$ cat config.mk
export PLATFORM = sky130hd
export DESIGN_NAME = cc_timer
export DESIGN_NICKNAME = d
export VERILOG_FILES = /design/src/rtl/tmr_pkg.sv /design/src/rtl/tmr_prescaler.sv /design/src/rtl/tmr_core.sv /design/src/rtl/tmr_channel.sv /design/src/rtl/cc_timer.sv
export SDC_FILE = /design/constraint.sdc
export NUM_CORES = 1
export LEC_CHECK = 0
export ABC_AREA = 1
export BUFFER_PORTS_ARGS = -buffer_cell sky130_fd_sc_hd__buf_2
export CAP_MARGIN = 0
export CORE_MARGIN = 10
export CORE_UTILIZATION = 61
export CTS_CLUSTER_DIAMETER = 30
export DETAILED_ROUTE_END_ITERATION = 8
export PLACE_DENSITY_LB_ADDON = 0.12
export SLEW_MARGIN = 20
export SYNTH_ARGS = -nofsm -noshare
export SYNTH_HDL_FRONTEND = slang
export SYNTH_SLANG_ARGS = --single-unit
export TNS_END_PERCENT = 30
$ cat constraint.sdc
create_clock -name clk -period 9.4 [get_ports clk]
set_input_delay 0.94 -clock clk [delete_from_list [all_inputs] [get_ports clk]]
set_output_delay 0.94 -clock clk [all_outputs]
set_load 0.05 [all_outputs]
$ cat src/rtl/tmr_pkg.sv
// Package: shared register word addresses, mode and width codes for the
// capture/compare timer. Assumes at most 8 channels per instance.
package tmr_pkg;

    localparam int unsigned A_CTRL     = 'h00;
    localparam int unsigned A_SHORTCUT = 'h01;
    localparam int unsigned A_IEN_SET  = 'h02;
    localparam int unsigned A_IEN_CLR  = 'h03;
    localparam int unsigned A_ONESHOT  = 'h04;
    localparam int unsigned A_CC_BASE  = 'h10;
    localparam int unsigned A_FLG_BASE = 'h20;

    // Bit position of the first stop shortcut inside the shortcut word.
    localparam int unsigned STOP_SHIFT = 8;

    typedef enum logic [1:0] {
        MD_TIMER   = 2'd0,
        MD_COUNT   = 2'd1,
        MD_LPCOUNT = 2'd2,
        MD_RSVD    = 2'd3
    } tmr_mode_e;

    // Mask of valid counter bits for a width code.
    function automatic logic [31:0] width_mask(input logic [1:0] code);
        case (code)
            2'd0:    width_mask = 32'h0000_00FF;
            2'd1:    width_mask = 32'h0000_FFFF;
            2'd2:    width_mask = 32'h00FF_FFFF;
            default: width_mask = 32'hFFFF_FFFF;
        endcase
    endfunction

endpackage

$ cat src/rtl/tmr_prescaler.sv
// Prescaler: divides the clock by 2^ps while enabled and emits one tick per
// period. Assumes ps never exceeds PS_MAX (clamped by the register file).
// The phase counter is held while not advancing and cleared on phase reset.
module tmr_prescaler #(
    parameter int PSW    = 4,
    parameter int PS_MAX = 9,
    localparam int PCW   = PS_MAX + 1
) (
    input  logic           clk,
    input  logic           rst_n,
    input  logic           advance,
    input  logic           reset_phase,
    input  logic [PSW-1:0] ps,
    output logic           tick
);
    logic [PCW-1:0] phase;
    logic [PCW-1:0] limit;

    // Terminal count of the current division ratio.
    always_comb limit = (PCW'(1) << ps) - PCW'(1);

    // A tick when the phase reaches (or stands above, after a ratio change) the limit.
    always_comb tick = advance && (phase >= limit);

    // Phase counter update.
    always_ff @(posedge clk) begin
        if (!rst_n)           phase <= '0;
        else if (reset_phase) phase <= '0;
        else if (advance)     phase <= (phase >= limit) ? '0 : phase + PCW'(1);
    end

    p_phase_reset_r12: assert property (@(posedge clk) disable iff (!rst_n)
        reset_phase |=> (phase == '0));

    p_phase_hold_r12: assert property (@(posedge clk) disable iff (!rst_n)
        (!advance && !reset_phase) |=> $stable(phase));

endmodule

$ cat src/rtl/tmr_core.sv
// Counter core: run state, counter register and its clear/stop priority.
// Assumes hit_q holds the registered compare matches of the previous edge, so
// shortcuts act one edge after the match. Clear beats increment; halt beats start.
module tmr_core #(
    parameter int CW  = 32,
    parameter int NCH = 4
) (
    input  logic           clk,
    input  logic           rst_n,
    input  logic           tsk_start,
    input  logic           tsk_stop,
    input  logic           tsk_count,
    input  logic           tsk_clear,
    input  logic           tsk_shutdown,
    input  logic           is_counting,
    input  logic           tick,
    input  logic [CW-1:0]  wmask,
    input  logic [NCH-1:0] hit_q,
    input  logic [NCH-1:0] sh_clr,
    input  logic [NCH-1:0] sh_stop,
    output logic           run,
    output logic [CW-1:0]  cnt,
    output logic [CW-1:0]  cnt_nxt,
    output logic           inc,
    output logic           clear_now,
    output logic           advance,
    output logic           phase_rst
);
    logic halt;

    // Sources that halt or zero the counter this cycle.
    always_comb begin
        halt      = tsk_stop || tsk_shutdown || (|(hit_q & sh_stop));
        clear_now = tsk_clear || (|(hit_q & sh_clr));
        phase_rst = tsk_shutdown;
    end

    // Increment qualification for either counting source.
    always_comb begin
        advance = run && !halt && !is_counting;
        inc     = run && !halt && (is_counting ? tsk_count : tick);
        cnt_nxt = (cnt + CW'(1)) & wmask;
    end

    // Run state: halt wins over start.
    always_ff @(posedge clk) begin
        if (!rst_n)         run <= 1'b0;
        else if (halt)      run <= 1'b0;
        else if (tsk_start) run <= 1'b1;
    end

    // Counter register: clear wins over increment.
    always_ff @(posedge clk) begin
        if (!rst_n)         cnt <= '0;
        else if (clear_now) cnt <= '0;
        else if (inc)       cnt <= cnt_nxt;
    end

    p_stopped_hold_r4: assert property (@(posedge clk) disable iff (!rst_n)
        (!run && !clear_now) |=> (cnt == $past(cnt)));

    p_clear_zero_r12: assert property (@(posedge clk) disable iff (!rst_n)
        tsk_clear |=> (cnt == '0));

    p_halt_wins_r12: assert property (@(posedge clk) disable iff (!rst_n)
        (tsk_stop || tsk_shutdown) |=> !run);

    p_stop_short_r9: assert property (@(posedge clk) disable iff (!rst_n)
        (|(hit_q & sh_stop)) |=> !run);

endmodule

$ cat src/rtl/tmr_channel.sv
// Capture/compare channel: compare register, capture, single-fire arming,
// match detection, registered event strobe and sticky flag.
// Assumes cnt is already within wmask; a match needs an actual advance.
module tmr_channel #(
    parameter int CW = 32
) (
    input  logic          clk,
    input  logic          rst_n,
    input  logic          cc_we,
    input  logic [CW-1:0] cc_wdata,
    input  logic          capture,
    input  logic [CW-1:0] cnt,
    input  logic [CW-1:0] cnt_nxt,
    input  logic          inc,
    input  logic          clear_now,
    input  logic [CW-1:0] wmask,
    input  logic          oneshot_en,
    input  logic          flag_clr,
    output logic [CW-1:0] cc,
    output logic          hit_q,
    output logic          flag
);
    logic armed;
    logic hit;

    // Match when the counter advances onto the masked compare value.
    always_comb hit = inc && !clear_now && (armed || !oneshot_en)
                      && (cnt_nxt == (cc & wmask));

    // Compare register: capture wins over a software write.
    always_ff @(posedge clk) begin
        if (!rst_n)       cc <= '0;
        else if (capture) cc <= cnt & wmask;
        else if (cc_we)   cc <= cc_wdata;
    end

    // Single-fire arming: armed by a compare write, spent by a match.
    always_ff @(posedge clk) begin
        if (!rst_n)                   armed <= 1'b1;
        else if (cc_we && !capture)   armed <= 1'b1;
        else if (hit && oneshot_en)   armed <= 1'b0;
    end

    // Event strobe and sticky flag: set wins over clear.
    always_ff @(posedge clk) begin
        if (!rst_n) begin
            hit_q <= 1'b0;
            flag  <= 1'b0;
        end else begin
            hit_q <= hit;
            if (hit)           flag <= 1'b1;
            else if (flag_clr) flag <= 1'b0;
        end
    end

    p_flag_sticky_r7: assert property (@(posedge clk) disable iff (!rst_n)
        (flag && !flag_clr) |=> flag);

    p_single_hit_r7: assert property (@(posedge clk) disable iff (!rst_n)
        (hit && !cc_we && !capture) |=> !hit);

    p_oneshot_spent_r11: assert property (@(posedge clk) disable iff (!rst_n)
        (oneshot_en && !armed) |-> !hit);

endmodule

$ cat src/rtl/cc_timer.sv
// Capture/compare timer top: register file, prescaler, counter core and a
// generated bank of channels. Reads are registered (one-cycle latency).
// Assumes 1 <= NCH <= 8, CW <= DW and AW wide enough for word 0x20+NCH-1.
module cc_timer
    import tmr_pkg::*;
#(
    parameter int NCH    = 4,
    parameter int CW     = 32,
    parameter int DW     = 32,
    parameter int AW     = 8,
    parameter int PS_MAX = 9
) (
    input  logic           clk,
    input  logic           rst_n,
    input  logic           tsk_start,
    input  logic           tsk_stop,
    input  logic           tsk_count,
    input  logic           tsk_clear,
    input  logic           tsk_shutdown,
    input  logic [NCH-1:0] tsk_capture,
    input  logic           reg_we,
    input  logic           reg_re,
    input  logic [AW-1:0]  reg_addr,
    input  logic [DW-1:0]  reg_wdata,
    output logic [DW-1:0]  reg_rdata,
    output logic           reg_rvalid,
    output logic [NCH-1:0] evt_cmp,
    output logic           irq
);
    localparam int PSW = 4;

    // Configuration state.
    logic [1:0]     md;
    logic [1:0]     wcode;
    logic [PSW-1:0] ps;
    logic [NCH-1:0] sh_clr, sh_stop, ien, oneshot;

    // Datapath nets.
    logic           run, inc, clear_now, advance, phase_rst, tick, is_counting;
    logic [CW-1:0]  cnt, cnt_nxt, wmask;
    logic [CW-1:0]  cc_val [NCH];
    logic [NCH-1:0] hit_q, flag, cc_we, flag_clr;
    logic [DW-1:0]  rd_word;

    // Decoded mode and width.
    always_comb begin
        is_counting = (md == MD_COUNT) || (md == MD_LPCOUNT);
        wmask       = CW'(width_mask(wcode));
    end

    // Control and channel-wide configuration registers.
    always_ff @(posedge clk) begin
        if (!rst_n) begin
            md      <= '0;
            wcode   <= '0;
            ps      <= '0;
            sh_clr  <= '0;
            sh_stop <= '0;
            ien     <= '0;
            oneshot <= '0;
        end else if (reg_we) begin
            if (reg_addr == AW'(A_CTRL)) begin
                md    <= reg_wdata[1:0];
                wcode <= reg_wdata[3:2];
                ps    <= (reg_wdata[7:4] > PSW'(PS_MAX)) ? PSW'(PS_MAX) : reg_wdata[7:4];
            end
            if (reg_addr == AW'(A_SHORTCUT)) begin
                sh_clr  <= reg_wdata[NCH-1:0];
                sh_stop <= reg_wdata[STOP_SHIFT +: NCH];
            end
            if (reg_addr == AW'(A_IEN_SET)) ien <= ien | reg_wdata[NCH-1:0];
            if (reg_addr == AW'(A_IEN_CLR)) ien <= ien & ~reg_wdata[NCH-1:0];
            if (reg_addr == AW'(A_ONESHOT)) oneshot <= reg_wdata[NCH-1:0];
        end
    end

    // Per-channel write decode.
    always_comb begin
        for (int i = 0; i < NCH; i++) begin
            cc_we[i]    = reg_we && (reg_addr == AW'(A_CC_BASE + i));
            flag_clr[i] = reg_we && (reg_addr == AW'(A_FLG_BASE + i)) && !reg_wdata[0];
        end
    end

    tmr_prescaler #(.PSW(PSW), .PS_MAX(PS_MAX)) u_pre (
        .clk         (clk),
        .rst_n       (rst_n),
        .advance     (advance),
        .reset_phase (phase_rst),
        .ps          (ps),
        .tick        (tick)
    );

    tmr_core #(.CW(CW), .NCH(NCH)) u_core (
        .clk          (clk),
        .rst_n        (rst_n),
        .tsk_start    (tsk_start),
        .tsk_stop     (tsk_stop),
        .tsk_count    (tsk_count),
        .tsk_clear    (tsk_clear),
        .tsk_shutdown (tsk_shutdown),
        .is_counting  (is_counting),
        .tick         (tick),
        .wmask        (wmask),
        .hit_q        (hit_q),
        .sh_clr       (sh_clr),
        .sh_stop      (sh_stop),
        .run          (run),
        .cnt          (cnt),
        .cnt_nxt      (cnt_nxt),
        .inc          (inc),
        .clear_now    (clear_now),
        .advance      (advance),
        .phase_rst    (phase_rst)
    );

    for (genvar g = 0; g < NCH; g++) begin : g_ch
        tmr_channel #(.CW(CW)) u_ch (
            .clk        (clk),
            .rst_n      (rst_n),
            .cc_we      (cc_we[g]),
            .cc_wdata   (reg_wdata[CW-1:0]),
            .capture    (tsk_capture[g]),
            .cnt        (cnt),
            .cnt_nxt    (cnt_nxt),
            .inc        (inc),
            .clear_now  (clear_now),
            .wmask      (wmask),
            .oneshot_en (oneshot[g]),
            .flag_clr   (flag_clr[g]),
            .cc         (cc_val[g]),
            .hit_q      (hit_q[g]),
            .flag       (flag[g])
        );
    end

    // Outputs toward the event routing and the interrupt controller.
    always_comb begin
        evt_cmp = hit_q;
        irq     = |(flag & ien);
    end

    // Read multiplexer.
    always_comb begin
        rd_word = '0;
        if (reg_addr == AW'(A_CTRL))     rd_word = DW'({ps, wcode, md});
        if (reg_addr == AW'(A_SHORTCUT)) rd_word = (DW'(sh_stop) << STOP_SHIFT) | DW'(sh_clr);
        if (reg_addr == AW'(A_IEN_SET) || reg_addr == AW'(A_IEN_CLR)) rd_word = DW'(ien);
        if (reg_addr == AW'(A_ONESHOT))  rd_word = DW'(oneshot);
        for (int i = 0; i < NCH; i++) begin
            if (reg_addr == AW'(A_CC_BASE + i))  rd_word = DW'(cc_val[i]);
            if (reg_addr == AW'(A_FLG_BASE + i)) rd_word = DW'(flag[i]);
        end
    end

    // Registered read port.
    always_ff @(posedge clk) begin
        if (!rst_n) begin
            reg_rdata  <= '0;
            reg_rvalid <= 1'b0;
        end else begin
            reg_rvalid <= reg_re;
            if (reg_re) reg_rdata <= rd_word;
        end
    end

    p_prescale_range_r3: assert property (@(posedge clk) disable iff (!rst_n)
        ps <= PSW'(PS_MAX));

    p_irq_needs_enable_r10: assert property (@(posedge clk) disable iff (!rst_n)
        (ien == '0) |-> !irq);

    p_read_latency_r1: assert property (@(posedge clk) disable iff (!rst_n)
        reg_re |=> reg_rvalid);

endmodule

==> run_results.csv <==
group,metric,value,unit
timing,finalClockSkew,0.03900,ns
placed_design,post_dp_cell_area,16370,µm²
final_layout,nFillCells,2210,
yosys,synthesis.area,15890,µm²
pwr,p_switching,0.7425,mW
yosys,synth-seq-cells,240,
placed_design,gp_congestion,1.123,
setup_path,criticalPathCategory,"register to register",
pwr,p_comb_share,3.9,%
route,drcViolationCount,0,
grt,antenna_found_initial,0,
yosys,synth_mux_area_share,0,%
pwr,p_int,2.234,mW
clocking,ctsHoldBuffers,0,
grt,grt_use_total,39.13,%
yosys,synth_xor_area_share,2.095,%
final_layout,final_cell_mix,"828 x nand2_1, 246 x inv_1, 239 x dfxtp_1, 230 x nor2_1, 211 x nand3_1",
die,dieArea,32900,µm²
timing,fin_tns_setup,0,ns
clocking,clock_path_buffers,3,
yosys,yosysTopAreaCellShare,30.24,%
clocking,cts_sinks,240,
die,core_area,25840,µm²
route,wl_per_cell,22.30,µm
hold_path,hold_class,"register to register",
setup_path,critical_path.max_fanout,16,
die,die_w,181.4,µm
yosys,synth_warnings,0,
final_layout,syn_to_final_growth,14.27,%
clocking,h-tree-depth,2,
run_status,run_status,"finished clean",
yosys,synth_edf_count,0,
yosys,synth-simple-area-share,39.62,%
clocking,cts-root-buf,"clkbuf_16",
pwr,p_clk_share,61.7,%
clocking,clkTransAtPathRegs,0.05,ns
clocking,cts_made_buffers,50,
pwr,p_per_area,164.0,nW/µm²
yosys,yosysTopAreaCell,"dfxtp_1",
final_layout,drive_above_1_share,10.74,%
route,drt_pass1_iterations,6,
setup_path,worstPathCellList,"ha_1, nand2_2, nor2_1, nand3_1, nand2_1, nand3_1, nand2_1, nand3_1, nor2_1, nand3_1, a21boi_1, nand4_1, nor2_1, nand4_1, nor2_1",
hold_path,holdPathStages,2,
yosys,synthesis.instances,2617,
yosys,async_flop_share,0,%
placed_design,port_buffers,90,
setup_path,max_stage_delay,0.75,ns
setup_path,cp-end-kind,"register",
setup_path,cp.buffers_inverters,0,
flow_run,cap_viol_max_count,0,
die,rows,59,
clocking,cts.repair.resized,0,
route,dr_total_vias,19640,
yosys,synth_area_per_cell,6.071,µm²
setup_path,slowest_stage,"dfxtp_1",
setup_path,rr_endpoint,"g_ch[3].u_ch.hit_q",
final_layout,mostFrequentLayoutCell,"nand2_1",
setup_path,cp_top_family,"simple AND/OR/NAND/NOR gates",
timing,period_needed,4.203,ns
die,start_util,61.50,%
yosys,synth_compound_area_share,17.03,%
timing,fmax,237.9,MHz
timing,fin_crit_sh,44.72,%
grt,grt_max_degree,77,
yosys,syn_nets,2683,
timing,tightest_slew,1.168,ns
yosys,synthTopCellsByArea,"dfxtp_1 30%, nand2_1 20%, nand3_1 6.6%",
final_layout,regArea,4806,µm²
setup_path,crit_required,9.88,ns
route,viasPerCell,6.488,
pwr,seq_power_share,34.4,%
pwr,p_leak,7.140,nW
timing,setup_ws,5.197,ns
grt,grt_overflow_total,0,
pwr,peakVddDrop,231.2,µV
timing,rsz0062_at_grt,"no",
timing,hold_viol,0,
timing,finalSetupViolCount,0,
timing,maxSlewHeadroom,22.04,%
route,drt_iter0_drc,3118,
setup_path,r2r_cells,15,
final_layout,final_core_util,70.27,%
route,ant_nets,0,
placed_design,dp_hpwl,47350,µm
clocking,post_cts_buffers,0,
final_layout,num-nets-final,2717,
yosys,synth_top_family_by_area,"simple AND/OR/NAND/NOR gates",
die,die_h,181.4,µm
timing,drv_slew,0,
setup_path,startpoint_type,"register",
placed_design,post-place-ws,5.395,ns
clocking,cts_tree,"yes",
yosys,synth_fa_ha_area_share,1.024,%
pwr,swShare,24.94,%
yosys,synth.distinct_cells,52,
setup_path,rr_startpoint,"u_core.cnt[0]",
route,routed_wl,67510,µm
pwr,power,2.977,mW
hold_path,hold_end,"g_ch[1].u_ch.armed",
yosys,ys_seq_area_share,30.24,%
clocking,clock_latency,0.60,ns
yosys,ys.flop_type,"dfxtp_1",
grt,grt_pass1_wl,103400,µm
die,num_io_pins,91,
final_layout,fin_area,18160,µm²
final_layout,antenna_cells,0,
hold_path,hold_start,"g_ch[1].u_ch.armed",
grt,grt_pass1_vias,18230,
setup_path,cp_data_arrival_time,4.69,ns
final_layout,multi_input_area,9513,µm²
setup_path,rrSetupSlack,5.20,ns
[worst register-to-register path, delay by kind of cell (launching register included)]
kind | cells | cell delay [ns]
compound gates | 1 | 0.17
flops | 1 | 0.75
simple gates | 13 | 2.73
fa+ha+maj | 1 | 0.45
[synth_stat cells, types with 3 or more instances]
| library cell | n |
|---|---|
| nor2_4 | 4 |
| nor3b_1 | 12 |
| buf_1 | 13 |
| nand2_1 | 828 |
| clkbuf_1 | 84 |
| nand3_1 | 211 |
| o21ai_2 | 3 |
| nor2_2 | 12 |
| nor3_1 | 38 |
| a31oi_1 | 131 |
| and3_1 | 3 |
| a21oi_1 | 125 |
| a211oi_1 | 5 |
| nand3b_1 | 5 |
| a221oi_1 | 5 |
| xor2_1 | 28 |
| buf_2 | 17 |
| nor3_2 | 6 |
| inv_1 | 247 |
| o2111ai_1 | 6 |
| o21ai_0 | 126 |
| nor4_1 | 5 |
| xnor2_1 | 10 |
| dfxtp_1 | 240 |
| nand3_2 | 8 |
| nand4_1 | 62 |
| nand2_2 | 18 |
| o21ai_1 | 15 |
| o22ai_1 | 22 |
| buf_4 | 18 |
| o211ai_1 | 16 |
| clkinv_1 | 3 |
| inv_2 | 16 |
| nor2_1 | 235 |
| ha_1 | 13 |
[flip-flops by register name (all words and copies together) (netlist names), named ones only]
register	count
reg_rdata	32
u_pre.phase	10
g_ch.u_ch.armed	4
sh_stop	4
reg_rvalid	1
g_ch.u_ch.cc	128
u_core.run	1
md	2
g_ch.u_ch.flag	4
u_core.cnt	32
oneshot	4
ps	4
wcode	2
sh_clr	4
g_ch.u_ch.hit_q	4
[layer usage]
layer	track usage [%]	part of all wire (%)
met3	8.986	13
met5	0	0
met4	25.74	7.8
met1	48.30	36
met2	60.16	43
[how the worst max path moves through the flow]
stage / start / endpoint / slack [ns] / depth (start not counted)
floorplan: ps[2] / u_core.cnt[1] / 6.39 / 17
global placement: u_core.cnt[0] / g_ch[2].u_ch.armed / 5.56 / 12
detailed placement: reg_addr[0] / g_ch[0].u_ch.cc[31] / 5.39 / 11
CTS: ps[2] / g_ch[0].u_ch.flag / 5.40 / 20
global route: ps[2] / g_ch[0].u_ch.flag / 4.85 / 20
finish: u_core.cnt[0] / g_ch[3].u_ch.hit_q / 5.20 / 15
[logic make-up (layout without fill, tap and decap cells)]
family / Yosys count / after routing
buf+inv: 399 / 474
xor+xnor: 38 / 38
simple gates: 1457 / 1457
fa+ha+maj: 13 / 13
compound gates: 470 / 470
flops: 240 / 240
[per-stage QoR]
step / cells / hold slack (ns)
floorplan: 2617 / 0.4188
global placement: 2934 / 0.4296
detailed placement: 2934 / 0.4347
CTS: 3027 / 0.4464
global route: 3027 / 0.4647
finish: 3027 / 0.4540
[power groups by stage]
stage	sequential (mW)	clock (mW)	combinational, mW
3_5_place_dp	1.04	0	0.107
3_3_place_gp	1.04	0	0.106
4_1_cts	1.02	1.83	0.108
6_report	1.02	1.84	0.115
5_1_grt	1.02	1.88	0.117
2_1_floorplan	1.05	0	0.0548
[layout make-up]
class | instances | share of cell area, %
Multi-Input combinational cell | 1978 | 52.39
Clock inverter | 32 | 2.253
Inverter | 267 | 5.541
Timing Repair Buffer | 114 | 3.473
Tap cell | 335 | 2.309
Clock buffer | 61 | 7.560
Sequential cell | 240 | 26.47
Power figures use the tool's default switching activity.
